`config.mk`:
```
export PLATFORM = sky130hd
export DESIGN_NAME = spi_pio_master
export DESIGN_NICKNAME = d
export VERILOG_FILES = /design/src/rtl/spi_pio_pkg.sv /design/src/rtl/spi_byte_fifo.sv /design/src/rtl/spi_shift_engine.sv /design/src/rtl/spi_pio_master.sv
export SDC_FILE = /design/constraint.sdc
export NUM_CORES = 1
export LEC_CHECK = 0
export BUFFER_PORTS_ARGS = -buffer_cell sky130_fd_sc_hd__buf_4
export CORE_MARGIN = 2
export CORE_UTILIZATION = 55
export DETAILED_ROUTE_END_ITERATION = 7
export GPL_TIMING_DRIVEN = 0
export PLACE_DENSITY = 0.78
export SLEW_MARGIN = 10
export SYNTH_ARGS = -nofsm -noshare
export SYNTH_HDL_FRONTEND = slang
export SYNTH_SLANG_ARGS = --single-unit
```
`constraint.sdc`:
```
create_clock -name clk -period 4.95 [get_ports clk]
set_input_delay 0.99 -clock clk [delete_from_list [all_inputs] [get_ports clk]]
set_output_delay 0.99 -clock clk [all_outputs]
set_load 0.1 [all_outputs]
```
`src/rtl/spi_pio_pkg.sv`:
```
// Package: register offsets and bit positions shared by the SPI master
// and its checker. Assumes byte offsets on a 12-bit address.
package spi_pio_pkg;
    localparam int ADDR_W = 12;

    localparam logic [ADDR_W-1:0] OFS_CLKGATE  = 12'h000;
    localparam logic [ADDR_W-1:0] OFS_CTRL     = 12'h004;
    localparam logic [ADDR_W-1:0] OFS_STATUS   = 12'h008;
    localparam logic [ADDR_W-1:0] OFS_PIN      = 12'h00C;
    localparam logic [ADDR_W-1:0] OFS_TXDATA   = 12'h010;
    localparam logic [ADDR_W-1:0] OFS_RXDATA   = 12'h020;
    localparam logic [ADDR_W-1:0] OFS_DIV      = 12'h030;
    localparam logic [ADDR_W-1:0] OFS_RXCNT    = 12'h034;
    localparam logic [ADDR_W-1:0] OFS_TXCNT    = 12'h04C;
    localparam logic [ADDR_W-1:0] OFS_LEVEL    = 12'h10C;
    localparam logic [ADDR_W-1:0] OFS_SHIFTCFG = 12'h150;
    localparam logic [ADDR_W-1:0] OFS_PINCFG   = 12'h154;

    localparam int BIT_CTRL_EN   = 18;
    localparam int BIT_CTRL_PIO  = 5;
    localparam int BIT_PIN_CS    = 1;
    localparam int BIT_OVERRIDE  = 24;
    localparam int BIT_KEEP      = 1;
    localparam logic [3:0] CLK_ON_CODE = 4'hD;
endpackage

```
`src/rtl/spi_byte_fifo.sv`:
```
// Synchronous FIFO with occupancy count. Pushes while full and pops
// while empty are ignored. Assumes DEPTH is a power of two.
module spi_byte_fifo #(
    parameter int W     = 8,
    parameter int DEPTH = 16,
    localparam int PTR_W = $clog2(DEPTH),
    localparam int LVL_W = $clog2(DEPTH + 1)
) (
    input  logic             clk,
    input  logic             rst_n,
    input  logic             push,
    input  logic [W-1:0]     din,
    input  logic             pop,
    output logic [W-1:0]     dout,
    output logic             full,
    output logic             empty,
    output logic [LVL_W-1:0] level
);
    logic [W-1:0]     mem [DEPTH];
    logic [PTR_W-1:0] wr_ptr, rd_ptr;
    logic             do_push, do_pop;

    assign full    = (level == LVL_W'(DEPTH));
    assign empty   = (level == '0);
    assign do_push = push && !full;
    assign do_pop  = pop && !empty;
    assign dout    = mem[rd_ptr];

    // Storage write; no reset needed on the data array.
    always_ff @(posedge clk) begin
        if (do_push) mem[wr_ptr] <= din;
    end

    // Pointer and occupancy update.
    always_ff @(posedge clk) begin
        if (!rst_n) begin
            wr_ptr <= '0;
            rd_ptr <= '0;
            level  <= '0;
        end else begin
            if (do_push) wr_ptr <= wr_ptr + PTR_W'(1);
            if (do_pop)  rd_ptr <= rd_ptr + PTR_W'(1);
            level <= level + LVL_W'(do_push) - LVL_W'(do_pop);
        end
    end
endmodule

```
`src/rtl/spi_shift_engine.sv`:
```
// Mode-0 MSB-first byte shifter with built-in phase divider. A byte
// starts only when enabled, a count is pending, TX data is present if
// needed and RX space exists if needed; an in-flight byte always ends.
module spi_shift_engine #(
    parameter int DIV_W = 11
) (
    input  logic             clk,
    input  logic             rst_n,
    input  logic             run,
    input  logic [DIV_W-1:0] div_field,
    input  logic             tx_need,
    input  logic             rx_need,
    input  logic             tx_empty,
    input  logic             rx_full,
    input  logic [7:0]       tx_byte,
    input  logic             miso,
    output logic             tx_pop,
    output logic             rx_push,
    output logic             tx_done,
    output logic [7:0]       rx_byte,
    output logic             busy,
    output logic             sck,
    output logic             mosi
);
    localparam logic [DIV_W-1:0] MIN_DIV = DIV_W'(2);

    logic [DIV_W-1:0] div_eff, ph_cnt;
    logic [7:0]       out_sr, in_sr;
    logic [2:0]       bit_idx;
    logic             tx_en, rx_en;
    logic             start, phase_end, last_edge;

    assign div_eff   = (div_field < MIN_DIV) ? MIN_DIV : div_field;
    assign start     = !busy && run && (tx_need || rx_need)
                     && (!tx_need || !tx_empty) && (!rx_need || !rx_full);
    assign phase_end = busy && (ph_cnt >= div_eff - DIV_W'(1));
    assign last_edge = phase_end && sck && (bit_idx == 3'd7);

    assign tx_pop  = start && tx_need;
    assign rx_push = last_edge && rx_en;
    assign tx_done = last_edge && tx_en;
    assign rx_byte = in_sr;
    assign mosi    = busy && out_sr[7];

    // Byte sequencer: load, toggle sck per phase, sample on rise, shift on fall.
    always_ff @(posedge clk) begin
        if (!rst_n) begin
            busy    <= 1'b0;
            sck     <= 1'b0;
            ph_cnt  <= '0;
            bit_idx <= '0;
            out_sr  <= '0;
            in_sr   <= '0;
            tx_en   <= 1'b0;
            rx_en   <= 1'b0;
        end else if (start) begin
            busy    <= 1'b1;
            sck     <= 1'b0;
            ph_cnt  <= '0;
            bit_idx <= '0;
            out_sr  <= tx_need ? tx_byte : 8'h00;
            tx_en   <= tx_need;
            rx_en   <= rx_need;
        end else if (phase_end) begin
            ph_cnt <= '0;
            if (!sck) begin
                sck   <= 1'b1;
                in_sr <= {in_sr[6:0], miso};
            end else begin
                sck <= 1'b0;
                if (bit_idx == 3'd7) begin
                    busy <= 1'b0;
                end else begin
                    bit_idx <= bit_idx + 3'd1;
                    out_sr  <= {out_sr[6:0], 1'b0};
                end
            end
        end else if (busy) begin
            ph_cnt <= ph_cnt + DIV_W'(1);
        end
    end
endmodule

```
`src/rtl/spi_pio_master.sv`:
```
// Top: register file, byte counters, status flags and chip-select control
// around two byte FIFOs and the shift engine. Assumes single-cycle bus
// strobes; reads are combinational and only RX data has a side effect.
module spi_pio_master
    import spi_pio_pkg::*;
#(
    parameter int FIFO_DEPTH = 16,
    parameter int CNT_W      = 16,
    parameter int DIV_W      = 11,
    localparam int LVL_W     = $clog2(FIFO_DEPTH + 1)
) (
    input  logic              clk,
    input  logic              rst_n,
    input  logic              bus_wr,
    input  logic              bus_rd,
    input  logic [ADDR_W-1:0] bus_addr,
    input  logic [31:0]       bus_wdata,
    output logic [31:0]       bus_rdata,
    output logic              sck,
    output logic              mosi,
    input  logic              miso,
    output logic              cs_n
);
    logic [3:0]       clk_gate;
    logic             ctrl_en, ctrl_pio, pin_cs, cs_override, cs_keep;
    logic             st_done, st_ovf;
    logic [DIV_W-1:0] div_field;
    logic [CNT_W-1:0] tx_cnt, rx_cnt, tx_next, rx_next;

    logic             tx_full, tx_empty, rx_full, rx_empty;
    logic [LVL_W-1:0] tx_lvl, rx_lvl;
    logic [7:0]       tx_head, rx_head, rx_byte;
    logic             tx_push, tx_pop, rx_push, rx_pop, tx_done;
    logic             ovf_evt, done_evt, run, eng_busy, manual_mode, auto_active;
    logic             wr_status, wr_pin;
    logic             unused_bits;

    assign unused_bits = ^{bus_wdata[31:25], bus_wdata[23:19], bus_wdata[17:16],
                           bus_wdata[0], rx_empty};

    assign run       = (clk_gate == CLK_ON_CODE) && ctrl_en && ctrl_pio;
    assign tx_push   = bus_wr && (bus_addr == OFS_TXDATA);
    assign ovf_evt   = tx_push && tx_full;
    assign rx_pop    = bus_rd && (bus_addr == OFS_RXDATA);
    assign wr_status = bus_wr && (bus_addr == OFS_STATUS);
    assign wr_pin    = bus_wr && (bus_addr == OFS_PIN);
    assign tx_next   = tx_cnt - CNT_W'(tx_done);
    assign rx_next   = rx_cnt - CNT_W'(rx_push);
    assign done_evt  = (tx_done || rx_push) && (tx_next == '0) && (rx_next == '0);
    assign manual_mode = cs_keep && !cs_override;
    assign auto_active = eng_busy || (run && ((tx_cnt != '0) || (rx_cnt != '0)));

    spi_byte_fifo #(.W(8), .DEPTH(FIFO_DEPTH)) u_txq (
        .clk(clk), .rst_n(rst_n), .push(tx_push), .din(bus_wdata[7:0]),
        .pop(tx_pop), .dout(tx_head), .full(tx_full), .empty(tx_empty),
        .level(tx_lvl));

    spi_byte_fifo #(.W(8), .DEPTH(FIFO_DEPTH)) u_rxq (
        .clk(clk), .rst_n(rst_n), .push(rx_push), .din(rx_byte),
        .pop(rx_pop), .dout(rx_head), .full(rx_full), .empty(rx_empty),
        .level(rx_lvl));

    spi_shift_engine #(.DIV_W(DIV_W)) u_eng (
        .clk(clk), .rst_n(rst_n), .run(run), .div_field(div_field),
        .tx_need(tx_cnt != '0), .rx_need(rx_cnt != '0),
        .tx_empty(tx_empty), .rx_full(rx_full), .tx_byte(tx_head),
        .miso(miso), .tx_pop(tx_pop), .rx_push(rx_push), .tx_done(tx_done),
        .rx_byte(rx_byte), .busy(eng_busy), .sck(sck), .mosi(mosi));

    // Plain configuration registers written from the bus.
    always_ff @(posedge clk) begin
        if (!rst_n) begin
            clk_gate    <= '0;
            ctrl_en     <= 1'b0;
            ctrl_pio    <= 1'b0;
            pin_cs      <= 1'b1;
            cs_override <= 1'b0;
            cs_keep     <= 1'b0;
            div_field   <= DIV_W'(2);
        end else if (bus_wr) begin
            case (bus_addr)
                OFS_CLKGATE:  clk_gate <= bus_wdata[3:0];
                OFS_CTRL: begin
                    ctrl_en  <= bus_wdata[BIT_CTRL_EN];
                    ctrl_pio <= bus_wdata[BIT_CTRL_PIO];
                end
                OFS_PIN:      pin_cs      <= bus_wdata[BIT_PIN_CS];
                OFS_DIV:      div_field   <= bus_wdata[DIV_W:1];
                OFS_SHIFTCFG: cs_override <= bus_wdata[BIT_OVERRIDE];
                OFS_PINCFG:   cs_keep     <= bus_wdata[BIT_KEEP];
                default: ;
            endcase
        end
    end

    // Byte counters: bus write wins, otherwise count down per finished byte.
    always_ff @(posedge clk) begin
        if (!rst_n) begin
            tx_cnt <= '0;
            rx_cnt <= '0;
        end else begin
            if (bus_wr && bus_addr == OFS_TXCNT) tx_cnt <= bus_wdata[CNT_W-1:0];
            else                                 tx_cnt <= tx_next;
            if (bus_wr && bus_addr == OFS_RXCNT) rx_cnt <= bus_wdata[CNT_W-1:0];
            else                                 rx_cnt <= rx_next;
        end
    end

    // Sticky status flags, write-one-to-clear; a new event wins over a clear.
    always_ff @(posedge clk) begin
        if (!rst_n) begin
            st_done <= 1'b0;
            st_ovf  <= 1'b0;
        end else begin
            if (done_evt)                      st_done <= 1'b1;
            else if (wr_status && bus_wdata[0]) st_done <= 1'b0;
            if (ovf_evt)                       st_ovf  <= 1'b1;
            else if (wr_status && bus_wdata[1]) st_ovf  <= 1'b0;
        end
    end

    // Registered chip select: software pin in manual mode, else automatic.
    always_ff @(posedge clk) begin
        if (!rst_n) cs_n <= 1'b1;
        else        cs_n <= manual_mode ? pin_cs : !auto_active;
    end

    // Combinational read mux.
    always_comb begin
        bus_rdata = '0;
        case (bus_addr)
            OFS_CLKGATE:  bus_rdata[3:0] = clk_gate;
            OFS_CTRL: begin
                bus_rdata[BIT_CTRL_EN]  = ctrl_en;
                bus_rdata[BIT_CTRL_PIO] = ctrl_pio;
            end
            OFS_STATUS:   bus_rdata[1:0] = {st_ovf, st_done};
            OFS_PIN:      bus_rdata[BIT_PIN_CS] = pin_cs;
            OFS_RXDATA:   bus_rdata[7:0] = rx_head;
            OFS_DIV:      bus_rdata[DIV_W:1] = div_field;
            OFS_RXCNT:    bus_rdata[CNT_W-1:0] = rx_cnt;
            OFS_TXCNT:    bus_rdata[CNT_W-1:0] = tx_cnt;
            OFS_LEVEL: begin
                bus_rdata[31:24] = 8'(rx_lvl);
                bus_rdata[15:8]  = 8'(tx_lvl);
            end
            OFS_SHIFTCFG: bus_rdata[BIT_OVERRIDE] = cs_override;
            OFS_PINCFG:   bus_rdata[BIT_KEEP] = cs_keep;
            default: ;
        endcase
    end
endmodule

```
# Word level (Yosys, flattened, before mapping)
# Memory sizes are Yosys's and may differ from the RTL's. A register that Yosys moved wholly into a read port is not among the register bits.
# Cells that the tools add are included.
[totals] reg_bits=115 ram_bits=256 input_bits=49 out_inout_bits=35 wordCells=167 n_memories=2
[op_classes] add_sub_neg=13 n_lt_le_gt_ge=2 eq_ne=16 mux=37 bitwise=4 n_reduce_logical=67
[memory_table] name="u_rxq.mem" words=16 word_bits=8 read_ports=1 rd_clocked_by_memory_dff=1 wr=1 line="spi_byte_fifo.sv:19" source="logic [W-1:0] mem [DEPTH];"
[memory_table] name="u_txq.mem" words=16 word_bits=8 read_ports=1 rd_clocked_by_memory_dff=1 wr=1 line="spi_byte_fifo.sv:19"
[ops] cell="$mux W8" n=5
[ops] cell="$eq A12 B6 Y1 const B" n=3
[ops] cell="$eq A12 B9 Y1 const B" n=3
[ops] cell="$logic_not A16 Y1" n=2
[ops] cell="$mux W16" n=2
[ops] cell="$reduce_bool A16 Y1" n=2
[ops] cell="$sub A16 B1 Y16" n=2
[ops] cell="$logic_and A1 B1 Y1" n=29
[ops] cell="$eq A12 B4 Y1 const B" n=2
[ops] cell="$mux W4" n=5
[ops] cell="$add A4 B1 Y4 const B" n=4
[ops] cell="$pmux W4 S4" n=1
[ops] cell="$mux W1" n=15
[ops] cell="$eq A12 B3 Y1 const B" n=1
[ops] cell="$eq A12 B5 Y1 const B" n=1
[ops] cell="$eq A12 B7 Y1 const B" n=1
[ops] cell="$logic_not A12 Y1" n=1
[ops] cell="$pmux W4 S3" n=1
[ops] cell="$reduce_and A2 Y1" n=6
[ops] cell="$reduce_and A3 Y1" n=4
[ops] cell="$add A11 B1 Y11 const B" n=1
[ops] cell="$ge A11 B11 Y1" n=1
[ops] cell="$lt A11 B2 Y1 const B" n=1
[ops] cell="$mux W11" n=1
[ops] cell="21 further kinds" n=45

# Longest topological paths before layout
[depth] depth_word=13 depth_mapped=26

# Cells and area by module
# Synthesis repeated with hierarchy kept, for this count alone.
[hier_totals] cells_unflattened=1281 hier_area_um2=17175.2
[by_module_without_submodules] module="spi_byte_fifo" n_inst=2 cells_per_inst=306 area_per_inst_um2=5831.8 seq_area_each_um2=4184.0
[by_module_without_submodules] module="spi_pio_master" n_inst=1 cells_per_inst=442 area_per_inst_um2=3477.1 seq_area_each_um2=1101.1
[by_module_without_submodules] module="spi_shift_engine" n_inst=1 cells_per_inst=227 area_per_inst_um2=2034.5 seq_area_each_um2=680.7

# Worst setup path before layout
# OpenSTA, ideal clock, no wires.
[synth_timing] kind="input-to-output" from="input bus_addr[4]" to="output bus_rdata[25]" arrival_time_ns=4.466 t_required_ns=3.960 setup_slack_ns=-0.506 stages=3 cell_sequence="or3_1 clkbuf_1 nor4_1"
[synth_between] elab_chain_cells=2
[synth_lines] element="start, declared" line="spi_pio_master.sv:16" source="input logic [ADDR_W-1:0] bus_addr,"
[synth_lines] element="$eq A12 B9 Y1" line="spi_pio_master.sv:131" source="case (bus_addr)"
[synth_lines] element="$mux W4" line="spi_pio_master.sv:131"
[synth_lines] element="end, declared" line="spi_pio_master.sv:18" source="output logic [31:0] bus_rdata,"
# No other way between the ends.

# Worst setup path after layout
[layout_timing] from="register div_field[6]" to="register st_done"
[layout_between] elab_chain_cells=13 elab_cells_between_ends=18 cone_classes="3 x add/sub; 2 x order compare; 2 x mux; 11 x reduce/logical"
[layout_lines] element="start, declared" line="spi_pio_master.sv:27" source="logic [DIV_W-1:0] div_field;"
[layout_lines] element="start signal, assigned" line="spi_pio_master.sv:88" source="OFS_DIV: div_field <= bus_wdata[DIV_W:1];"
[layout_lines] element="$lt A11 B2 Y1" line="spi_shift_engine.sv:33" source="assign div_eff = (div_field < MIN_DIV) ? MIN_DIV : div_field;"
[layout_lines] element="$mux W11 (*)" line="spi_shift_engine.sv:33"
[layout_lines] element="$sub A11 B1 Y11 (*)" line="spi_shift_engine.sv:36" source="assign phase_end = busy && (ph_cnt >= div_eff - DIV_W'(1));"
[layout_lines] element="$ge A11 B11 Y1 (*)" line="spi_shift_engine.sv:36"
[layout_lines] element="$logic_and A1 B1 Y1 (*)" line="spi_shift_engine.sv:36"
[layout_lines] element="$logic_and A1 B1 Y1 (*) (2 in series)" line="spi_shift_engine.sv:37" source="assign last_edge = phase_end && sck && (bit_idx == 3'd7);"
[layout_lines] element="$logic_and A1 B1 Y1" line="spi_shift_engine.sv:41" source="assign tx_done = last_edge && tx_en;"
[layout_lines] element="$sub A16 B1 Y16" line="spi_pio_master.sv:47" source="assign tx_next = tx_cnt - CNT_W'(tx_done);"
[layout_lines] element="$logic_not A16 Y1" line="spi_pio_master.sv:49" source="assign done_evt = (tx_done || rx_push) && (tx_next == '0) && (rx_next == '0);"
[layout_lines] element="$logic_and A1 B1 Y1" line="spi_pio_master.sv:49"
[layout_lines] element="$logic_and A1 B1 Y1 (*)" line="spi_pio_master.sv:49"
[layout_lines] element="$mux W1 / $reduce_bool A2 Y1 (equally long branches)"
[layout_lines] element="end signal, assigned" line="spi_pio_master.sv:112" source="st_done <= 1'b0;"
[layout_lines] element="end signal, assigned" line="spi_pio_master.sv:115" source="if (done_evt) st_done <= 1'b1;"
[layout_lines] element="end signal, assigned" line="spi_pio_master.sv:116" source="else if (wr_status && bus_wdata[0]) st_done <= 1'b0;"
[layout_lines] element="end, declared" line="spi_pio_master.sv:26" source="logic st_done, st_ovf;"
# Every way passes the cells marked *; elsewhere a longest branch is shown, timed or not.
# A chain may end at the register's enable or synchronous reset.

==> metrics.csv <==
metric,value,unit
Clk Tree Root Cell,clkbuf_16,
largest net degree at the start of global routing,24,
Die Wd,180,um
CP max stage delay,0.54,ns
Max H-tree Level,2,
RSZ-0062 raised after global routing,yes,
Clock Latency Late Sink,0.55,ns
HP Class,reg2reg,
cells taking the most area after synthesis,"edfxtp_1, dfxtp_1, mux4_2",
Slew headroom,16.9,%
clk sinks,379,
number of diodes,0,
gr usage total,26.0,%
core area,30400,um^2
Place WS,-1.18,ns
crit-path cells,or4_4 > nor3_4 > nand2b_1 > o41ai_2 > ha_2 > nand2b_4 > nor4_4 > xnor2_1 > ha_1 > nand2_1 > o21ai_1 > nand2b_2 > a21oi_4 > nand2_2 > nor2_4 > ha_4 > ha_4 > nor3b_4 > buf_4 > nand4_1 > xnor2_2 > a2111oi_4 > nand4_1 > o21ai_2,
setup ws final,-0.207,ns
max-slew violation count,0,
Main synth FF type,edfxtp_1,
Slowest cell on crit path,or4_4,
Mean Syn Cell Area,13.7,um^2
drt first pass iters,5,
Num CTS Buffers,39,
Max Cap Viol,0,
first-pass GRT wire length,65.0,mm
number of routed nets with antenna violations,0,
CP Capture Type,flop,
failing checks,negative setup slack,
crit share post-route,104,%
Die H,180,um
Layout area overhead,17.4,%
PortBufs,58,
data required time of the worst path,5.42,ns
Top delay family on crit path,simple AND/OR/NAND/NOR gates,
CP Max Fanout,4,
starting DRC count in detailed routing,1258,
vias per cell,6.20,
initial antenna violation count,0,
hpwl dp,28.1,mm
endpoints failing setup,2,
# rows,64,
Pwr Density,315,nW/um^2
LEAKAGE,6.75,nW
Ports,84,
layout cells sized above 1,24.9,%
vias in the first global route,11200,
sequential fraction of the synthesis area,59.9,%
Final Skew,0.0343,ns
drt wl/cell,23.4,um
Cells after DPL,1708,
worst slew pin tran,1.24,ns
Via Count,11200,
gr ovfl total,0,
Post-synth EDFFs,256,
Commonest cells post-synth,"edfxtp_1, dfxtp_1, nor2_1",
CP Launch Type,flop,
number of synthesized register bits,379,
Peak VDD IR,338,uV
hold_ws,0.470,ns
"Clk pin slew, worst setup/hold paths",0.06,ns
Tmin final,5.16,ns
fill count,2139,
Worst Path Arrival,5.63,ns
die area,32200,um^2
Initial Util,55.7,%
CP bufs+invs,1,
GPL Wtd Cong,0.913,
status,"finished, violations left",
WL final,42.4,mm
most common cell in the netlist,edfxtp_1,
asr flop ratio synth,0,%
DRC Markers,0,
"Hold Vio Cnt, Final",0,
YS warnings,0,
critical path class,reg2reg,
TritonCTS clock tree,done,
Layout Cells excl Fill,1812,
share of the synthesized area in the top cell type,45.4,%
total negative slack,-0.210,ns
number of distinct library cells after synthesis,70,
clock tree buffer depth,3,
"area leader, netlist",edfxtp_1,
Mapped Cells,1239,
Mapped Area,16900,um^2
nets,1479,
Peak Freq,0.194,GHz
[kinds of logic (layout without fill, tap and decap cells)]
logic type / count (synthesis) / in the layout / share of synthesized area [%]
DFF: 379 / 379 / 59.9
and+or+nand+nor: 373 / 373 / 11.7
AOI/OAI and AO/OA: 141 / 141 / 6.12
buffers and inverters: 123 / 291 / 3.21
muxes: 121 / 121 / 12.8
xor gates and xnor gates: 58 / 58 / 3.00
adders and majority gates: 43 / 43 / 3.26
other: 1 / 10 / 0.0221
[where the power goes]
part / switching, W / internal (W)
clock network: 0.00123 / 0.00154
registers: 0.0000000995 / 0.00335
logic: 0.000104 / 0.0000309
[sequential cells by signal, summed over array words and instances (netlist names), 3 cells and up, named ones only]
name,flops
u_rxq.level,5
u_eng.out_sr,8
u_txq.level,5
u_eng.ph_cnt,11
u_eng.bit_idx,3
u_txq.wr_ptr,4
u_txq.rd_ptr,4
u_rxq.mem,128
u_eng.rx_byte,8
tx_cnt,16
u_txq.mem,128
div_field,11
u_rxq.rd_ptr,4
clk_gate,4
u_rxq.wr_ptr,4
rx_cnt,16
[metal layers]
| metal | vias up | wire length, um | GRT usage (%) |
|---|---|---|---|
| met5 | - | 0 | 0 |
| met3 | 114 | 2960 | 4.03 |
| met2 | 527 | 20800 | 43.7 |
| met4 | 0 | 1610 | 9.33 |
| met1 | 5622 | 17000 | 34.5 |
| li1 | 4977 | - | - |
[layout make-up]
| class | count | area, um^2 | share of cell area (%) |
|---|---|---|---|
| flip-flops and latches | 379 | 10200 | 51.1 |
| multi-input cells | 746 | 6730 | 33.8 |
| clock buffers | 51 | 1030 | 5.18 |
| repair buffers | 100 | 751 | 3.77 |
| well taps | 396 | 495 | 2.49 |
| plain buffers | 76 | 382 | 1.92 |
| clock inverters | 19 | 183 | 0.918 |
| inverters | 45 | 169 | 0.849 |
[path summary, 6_finish.rpt]
kind	startpoint	end	slack, ns	depth (start not counted)
max	div_field[6]	st_done	-0.21	24
min	st_ovf	st_ovf	0.47	2
max reg2reg	div_field[6]	st_done	-0.21	24
min reg2reg	st_ovf	st_ovf	0.47	2
[layout by cell type, fill, tap and decap left out, types with 6 or more instances in the layout]
cell type and count:
a211oi_1 13, xnor2_1 33, conb_1 10, buf_4 110
ha_1 37, nor4_1 15, buf_1 9, edfxtp_1 256
clkbuf_1 46, clkbuf_16 39, nor2b_1 7, nor4b_2 8
buf_2 17, nand2_1 45, mux2i_1 40, a21oi_1 35
clkinv_1 7, o22ai_1 7, a222oi_1 12, nand2b_1 12
a211oi_2 12, nand3_1 25, o21ai_0 12, and2_1 30
dfxtp_1 120, and3_1 7, nor2_1 113, mux4_2 76
xor2_1 21, or3_1 13, nand4_1 16, o21ai_1 8
nand4b_1 6, nor3_1 20, inv_1 45
[worst register-to-register path: cells and delay by family (launching register included)]
kind,cells,cell delay [ns]
buffers and inverters,1,0.17
xor gates and xnor gates,2,0.36
AOI/OAI and AO/OA,5,1.12
and+or+nand+nor,12,2.18
adders and majority gates,4,0.88
DFF,1,0.35
[per-stage QoR]
| stage | power, W | utilization, % | instance area (um^2) |
|---|---|---|---|
| floorplan | 0.00349 | - | 17000 |
| global placement | 0.00355 | 59.0 | 17900 |
| detailed placement | 0.00356 | 59.3 | 18000 |
| CTS | 0.00628 | 64.7 | 19700 |
| global route | 0.00641 | 65.4 | 19900 |
| finish | 0.00626 | 65.4 | 19900 |
[repair_timing]
item                       in CTS  in global routing
buffers inserted               27                  9
pin swaps                      24                 24
gates resized for setup        51                 29
hold buffers                    0                  0
setup endpoints to repair     156                159
(Power assumes the default switching activity.)
